==> src/rtl/par_io_pkg.sv <==
package par_io_pkg;

    localparam int PORT_W = 8;
    localparam int NIB_W  = PORT_W / 2;
    localparam int NIB_N  = PORT_W / NIB_W;
    localparam int SEL_W  = $clog2(PORT_W);
    localparam int ADDR_W = 2;

    localparam logic [ADDR_W-1:0] SEL_PA = 2'd0;
    localparam logic [ADDR_W-1:0] SEL_PB = 2'd1;
    localparam logic [ADDR_W-1:0] SEL_PC = 2'd2;
    localparam logic [ADDR_W-1:0] SEL_CW = 2'd3;

    typedef enum logic [1:0] {
        BUS_IDLE  = 2'd0,
        BUS_READ  = 2'd1,
        BUS_WRITE = 2'd2
    } bus_state_e;

    // bit order matters: it is the control word layout below bit 7
    typedef struct packed {
        logic [1:0] a_mode;
        logic       a_in;
        logic       cu_in;
        logic       b_mode;
        logic       b_in;
        logic       cl_in;
    } cfg_t;

    localparam cfg_t CFG_RESET = '{a_mode: 2'b00, a_in: 1'b1, cu_in: 1'b1,
                                   b_mode: 1'b0, b_in: 1'b1, cl_in: 1'b1};

endpackage

==> src/rtl/par_io_bus_seq.sv <==
module par_io_bus_seq
    import par_io_pkg::*;
(
    input  logic clk,
    input  logic rst,
    input  logic cs_n,
    input  logic rd_n,
    input  logic wr_n,
    output logic rd_qual,
    output logic wr_commit,
    output logic rd_start
);

    bus_state_e state_q;
    bus_state_e state_d;
    logic       wr_qual;

    assign rd_qual = !cs_n && !rd_n && wr_n;
    assign wr_qual = !cs_n && !wr_n && rd_n;

    always_ff @(posedge clk) begin
        if (rst) begin
            state_q <= BUS_IDLE;
        end else begin
            state_q <= state_d;
        end
    end

    always_comb begin
        state_d = state_q;
        unique case (state_q)
            BUS_IDLE: begin
                if (wr_qual)      state_d = BUS_WRITE;
                else if (rd_qual) state_d = BUS_READ;
            end
            BUS_READ: begin
                if (wr_qual)       state_d = BUS_WRITE;
                else if (!rd_qual) state_d = BUS_IDLE;
            end
            BUS_WRITE: begin
                if (rd_qual)       state_d = BUS_READ;
                else if (!wr_qual) state_d = BUS_IDLE;
            end
            default: state_d = BUS_IDLE;
        endcase
    end

    always_comb begin
        wr_commit = wr_qual && (state_q != BUS_WRITE);
        rd_start  = rd_qual && (state_q != BUS_READ);
    end

endmodule

==> src/rtl/par_io_cfg.sv <==
module par_io_cfg
    import par_io_pkg::*;
(
    input  logic              clk,
    input  logic              rst,
    input  logic              ctrl_wr,
    input  logic [PORT_W-1:0] din,
    output cfg_t              cfg_q,
    output logic              mode_set,
    output logic              bsr_set
);

    assign mode_set = ctrl_wr && din[PORT_W-1];
    assign bsr_set  = ctrl_wr && !din[PORT_W-1];

    always_ff @(posedge clk) begin
        if (rst) begin
            cfg_q <= CFG_RESET;
        end else if (mode_set) begin
            cfg_q <= cfg_t'(din[PORT_W-2:0]);
        end
    end

endmodule

==> src/rtl/par_io_latches.sv <==
module par_io_latches
    import par_io_pkg::*;
(
    input  logic              clk,
    input  logic              rst,
    input  logic              wr_commit,
    input  logic              rd_start,
    input  logic [ADDR_W-1:0] addr,
    input  logic [PORT_W-1:0] din,
    input  logic              mode_set,
    input  logic              bsr_set,
    input  logic [PORT_W-1:0] pa_in,
    output logic [PORT_W-1:0] lat_a,
    output logic [PORT_W-1:0] lat_b,
    output logic [PORT_W-1:0] lat_c,
    output logic [PORT_W-1:0] cap_a
);

    logic [SEL_W-1:0] bit_sel;
    assign bit_sel = din[SEL_W:1];

    always_ff @(posedge clk) begin
        if (rst) begin
            lat_a <= '1;
            lat_b <= '1;
        end else if (mode_set) begin
            lat_a <= '0;
            lat_b <= '0;
        end else if (wr_commit) begin
            if (addr == SEL_PA) lat_a <= din;
            if (addr == SEL_PB) lat_b <= din;
        end
    end

    for (genvar b = 0; b < PORT_W; b++) begin : g_pc_bit
        always_ff @(posedge clk) begin
            if (rst) begin
                lat_c[b] <= 1'b1;
            end else if (mode_set) begin
                lat_c[b] <= 1'b0;
            end else if (bsr_set && (bit_sel == SEL_W'(b))) begin
                lat_c[b] <= din[0];
            end else if (wr_commit && (addr == SEL_PC)) begin
                lat_c[b] <= din[b];
            end
        end
    end

    always_ff @(posedge clk) begin
        if (rst) begin
            cap_a <= '0;
        end else if (rd_start) begin
            cap_a <= pa_in;
        end
    end

endmodule

==> src/rtl/par_io_ctrl.sv <==
module par_io_ctrl
    import par_io_pkg::*;
(
    input  logic        clk,
    input  logic        rst,
    input  logic        cs_n,
    input  logic        rd_n,
    input  logic        wr_n,
    input  logic [1:0]  addr,
    input  logic [7:0]  din,
    output logic [7:0]  dout,
    output logic        doe,
    input  logic [7:0]  pa_in,
    output logic [7:0]  pa_out,
    output logic [7:0]  pa_oe,
    input  logic [7:0]  pb_in,
    output logic [7:0]  pb_out,
    output logic [7:0]  pb_oe,
    input  logic [7:0]  pc_in,
    output logic [7:0]  pc_out,
    output logic [7:0]  pc_oe
);

    logic              rd_qual;
    logic              wr_commit;
    logic              rd_start;
    logic              mode_set;
    logic              bsr_set;
    cfg_t              cfg_q;
    logic [PORT_W-2:0] cfg_word;
    logic [PORT_W-1:0] lat_a;
    logic [PORT_W-1:0] lat_b;
    logic [PORT_W-1:0] lat_c;
    logic [PORT_W-1:0] cap_a;
    logic [PORT_W-1:0] pc_rd;
    logic [NIB_N-1:0]  nib_in;

    par_io_bus_seq u_seq (
        .clk       (clk),
        .rst       (rst),
        .cs_n      (cs_n),
        .rd_n      (rd_n),
        .wr_n      (wr_n),
        .rd_qual   (rd_qual),
        .wr_commit (wr_commit),
        .rd_start  (rd_start)
    );

    par_io_cfg u_cfg (
        .clk      (clk),
        .rst      (rst),
        .ctrl_wr  (wr_commit && (addr == SEL_CW)),
        .din      (din),
        .cfg_q    (cfg_q),
        .mode_set (mode_set),
        .bsr_set  (bsr_set)
    );

    par_io_latches u_lat (
        .clk       (clk),
        .rst       (rst),
        .wr_commit (wr_commit),
        .rd_start  (rd_start),
        .addr      (addr),
        .din       (din),
        .mode_set  (mode_set),
        .bsr_set   (bsr_set),
        .pa_in     (pa_in),
        .lat_a     (lat_a),
        .lat_b     (lat_b),
        .lat_c     (lat_c),
        .cap_a     (cap_a)
    );

    assign cfg_word = cfg_q;
    assign nib_in   = {cfg_q.cu_in, cfg_q.cl_in};

    assign pa_out = lat_a;
    assign pb_out = lat_b;
    assign pc_out = lat_c;
    assign pa_oe  = {PORT_W{~cfg_q.a_in}};
    assign pb_oe  = {PORT_W{~cfg_q.b_in}};

    for (genvar n = 0; n < NIB_N; n++) begin : g_pc_nib
        assign pc_oe[n*NIB_W +: NIB_W] = {NIB_W{~nib_in[n]}};
        assign pc_rd[n*NIB_W +: NIB_W] = nib_in[n] ? pc_in[n*NIB_W +: NIB_W]
                                                   : lat_c[n*NIB_W +: NIB_W];
    end

    assign doe = rd_qual;

    always_comb begin
        unique case (addr)
            SEL_PA:  dout = cfg_q.a_in ? cap_a : lat_a;
            SEL_PB:  dout = cfg_q.b_in ? pb_in : lat_b;
            SEL_PC:  dout = pc_rd;
            default: dout = {1'b1, cfg_word};
        endcase
    end

endmodule

==> config.mk <==
export PLATFORM = sky130hd
export DESIGN_NAME = par_io_ctrl
export DESIGN_NICKNAME = d
export VERILOG_FILES = /design/src/rtl/par_io_pkg.sv /design/src/rtl/par_io_bus_seq.sv /design/src/rtl/par_io_cfg.sv /design/src/rtl/par_io_latches.sv /design/src/rtl/par_io_ctrl.sv
export SDC_FILE = /design/constraint.sdc
export NUM_CORES = 1
export LEC_CHECK = 0
export BUFFER_PORTS_ARGS = -buffer_cell sky130_fd_sc_hd__buf_2
export CAP_MARGIN = 20
export CORE_ASPECT_RATIO = 0.7
export CORE_MARGIN = 1
export CORE_UTILIZATION = 52
export DETAILED_ROUTE_END_ITERATION = 8
export GPL_ROUTABILITY_DRIVEN = 1
export PLACE_DENSITY = 0.95
export SLEW_MARGIN = 20
export SYNTH_ARGS = -nofsm -noshare
export SYNTH_HDL_FRONTEND = slang
export SYNTH_SLANG_ARGS = --single-unit
==> constraint.sdc <==
create_clock -name clk -period 3.2 [get_ports clk]
set_clock_uncertainty 0.15 [all_clocks]
set_input_delay 0.64 -clock clk [delete_from_list [all_inputs] [get_ports clk]]
set_output_delay 0.64 -clock clk [all_outputs]
set_load 0.02 [all_outputs]
==> run_results.csv <==
group,metric,value,unit
run_status,status,"finished, final reports clean",
worst_setup_path,r2r-end,"u_lat.lat_b[1]",
power_and_ir_drop,leakagePower,1.43,nW
placement,gp_congestion,0.943,
timing,period_share,0.854,
grt,grt_overflow_total,0,
power_and_ir_drop,total_power,1.10,mW
power_and_ir_drop,intPower,0.796,mW
timing,setup-tns-final,0,ns
clock_network,clk_pin_slew,0.07,ns
cells_and_area,multi_input_comb_area,1300,um^2
placement,dp_hpwl,4.88,mm
flow_run,maxCapViolCount,0,
cells_and_area,final_nets,368,
timing,fmax,366,MHz
floorplanning,die_w,83.3,um
worst_setup_path,r2r_slack,1.21,ns
worst_setup_path,critPathTopFamily,"multiplexers",
drt,drt_iter0_drc,241,
timing,hold_viol_final,0,
clock_network,clock_latency,0.30,ns
timing,setup_viol,0,
clock_network,cts_tree,"built",
synth,synth_cells,266,
worst_setup_path,end_kind,"output port",
synth,yosys_register_bits,41,
min_path,hold_path_class,"reg -> reg",
synth,ys_warn_count,0,
floorplanning,dieArea,4900,um^2
worst_setup_path,crit_path_top_delay_cell,"dfxtp_1",
drt,viasPerCell,6.03,
clock_network,numCtsBuffers,5,
cells_and_area,syn2layout_area_growth,17.5,%
clock_network,post_cts_resize_count,0,
min_path,min_to,"u_cfg.cfg_q[6]",
synth,seq_area_frac_synth,0.341,
synth,syn_nets,305,
worst_setup_path,critical_path.max_stage_delay,0.64,ns
clock_network,clkSinkCount,41,
clock_network,root_buffer,"clkbuf_8",
floorplanning,rows,20,
timing,slew_viol_final,0,
synth,yosys.cell_types.count,41,
worst_setup_path,crit_chain,"mux2_2 -> mux4_2 -> buf_2",
timing,fin_crit,2.73,ns
drt,wl_per_cell,17.9,um
worst_setup_path,crit_type,"reg -> out",
clock_network,cts-hold-fix-buffers,0,
floorplanning,core,4380,um^2
floorplanning,initial_core_util,0.549,
drt,drc,0,
floorplanning,die_h,58.9,um
placement,io_buffers,95,
grt,grt_pass1_vias,2083,
power_and_ir_drop,irDropWorstVdd,0.000239,V
cells_and_area,register_area,821,um^2
clock_network,post-cts-setup-buffers,0,
cells_and_area,num-fill-cells,372,
power_and_ir_drop,power_frac_seq,0.487,
floorplanning,io_pins,96,
grt,grtUsageTotal,0.284,
min_path,hold_path_depth,2,
synth,yosys-top-cells-area,"dfxtp_1 (34%), mux2i_1 (10%), mux2_2 (8.0%), buf_4 (6.2%), mux4_2 (4.7%)",
worst_setup_path,crit_buf_inv,1,
worst_setup_path,worstPathArrival,1.94,ns
power_and_ir_drop,switching_share,0.275,
worst_setup_path,cp_data_required_time,2.41,ns
power_and_ir_drop,powerDensity,389,nW/um^2
drt,ant_nets,0,
grt,grt_pass1_wl,10.5,mm
drt,dr_total_vias,2320,
synth,synth_area_per_cell,9.04,um^2
timing,tightestPinTransition,0.778,ns
synth,syn-cell-area,2400,um^2
synth,synth_top_area_share,0.341,
clock_network,clockBufferDepth,2,
min_path,min_from,"u_cfg.cfg_q[6]",
cells_and_area,drive_above_1_share,0.400,
worst_setup_path,r2r_cells,4,
timing,setup_slack,0.467,ns
worst_setup_path,startpoint_type,"register",
drt,wirelength,6.88,mm
drt,first_pass_iters,5,
worst_setup_path,cp_max_fo,10,
cells_and_area,antennaDiodeCount,0,
worst_setup_path,r2r_start,"u_seq.state_q[0]",
power_and_ir_drop,p_switching,0.303,mW
timing,rsz0062_at_grt,"false",
grt,antenna_found_initial,0,
synth,synth_top_area_cell,"dfxtp_1",
power_and_ir_drop,clkPwrFrac,0.339,
grt,grt_max_degree,31,
clock_network,htreeDepth,2,
power_and_ir_drop,comb_power_share,0.175,
placement,dpl_worst_slack,0.649,ns
timing,timing.slew.headroom,0.481,
power groups by stage:
| stage | Sequential (mW) | Combinational, mW | Clock, mW |
|---|---|---|---|
| after global placement | 0.546 | 0.183 | 0 |
| after floorplan | 0.553 | 0.115 | 0 |
| after CTS | 0.535 | 0.190 | 0.377 |
| after global routing | 0.536 | 0.205 | 0.404 |
| final | 0.535 | 0.192 | 0.372 |
| after detailed placement | 0.547 | 0.188 | 0 |
area by class of cell:
class	count	share of cell area
well taps	55	0.0244
inverters	11	0.0146
multi-input cells	173	0.461
flip-flops and latches	41	0.291
clock buffers	7	0.0341
repair buffers	97	0.174
clock inverters	1	0.00177
worst max-delay path by stage:
stage                               from      end  slack [ns]  cells past startpoint
after CTS                 u_cfg.cfg_q[4]  dout[2]        0.47                      3
final                     u_cfg.cfg_q[4]  dout[2]        0.47                      3
after global routing      u_cfg.cfg_q[4]  dout[6]        0.40                      3
after floorplan                  addr[1]  dout[1]        0.64                      4
after detailed placement         addr[0]  dout[5]        0.65                      3
after global placement           addr[0]  dout[4]        0.67                      3
metal layers:
| layer | global-route usage | part of all wire | wire, um |
|---|---|---|---|
| met1 | 0.357 | 0.40 | 2730 |
| met2 | 0.456 | 0.46 | 3150 |
| met3 | 0.0898 | 0.12 | 796 |
| met4 | 0.126 | 0.029 | 198 |
| met5 | 0 | 0 | 0 |
layout by cell type (no fill, tap or decap), types with 3 or more instances in the layout:
cell       n
buf_2     95
dfxtp_1   41
mux2i_1   25
o21ai_0   22
nand2_1   18
mux2_2    17
nor2_1    12
inv_1     11
o211ai_1   9
a21oi_1    7
o21ai_1    7
clkbuf_8   7
nand3_1    6
mux4_2     5
o311ai_0   5
nor2b_1    5
a32oi_1    5
a22oi_1    3
and3_1     3
registers in the layout (all words and copies together), names as in the netlist:
register,cells
u_cfg.cfg_q,7
u_lat.cap_a,8
u_lat.lat_a,8
u_lat.lat_b,8
u_lat.lat_c,8
u_seq.state_q,2
worst reg2reg max path: cells and delay by family, from the launching register on:
family,cells,cell delay (ns)
mux,1,0.39
compound gates,1,0.11
simple gates,2,0.82
flops,1,0.37
per-stage QoR:
step / area, um^2 / hold WS (ns) / std cells / util
2_1_floorplan: 2400 / 0.283 / 266 / -
3_3_place_gp: 2720 / 0.290 / 377 / 0.622
3_5_place_dp: 2720 / 0.298 / 377 / 0.622
4_1_cts: 2830 / 0.309 / 385 / 0.645
5_1_grt: 2830 / 0.338 / 385 / 0.645
6_report: 2830 / 0.307 / 385 / 0.645
cells by family after synthesis:
family                 after synthesis  share of synthesized area
AOI/OAI and AO/OA                   66                      0.175
and+or+nand+nor                     60                      0.136
buffers and inverters               52                      0.117
muxes                               47                      0.231
DFF                                 41                      0.341
cell usage after synthesis (all sizes together):
cell and count:
dfxtp 41, o21ai 30, mux2i 25, buf 23, clkbuf 18, nand2 18, mux2 17, nor2 12
inv 11, o211ai 9, a21oi 7, nand3 6, a32oi 5, mux4 5, nor2b 5, o311ai 5
a22oi 3, and3 3, a211oi 2, a41oi 2, nand2b 2, nor3b 2, a211o 1, a31oi 1
and2 1, and4 1, and4b 1, and4bb 1, nand4 1, nand4b 1, nor3 1, nor4 1
nor4b 1, o31ai 1, or3 1, or3b 1, or4 1
(Power assumes the default switching activity.)
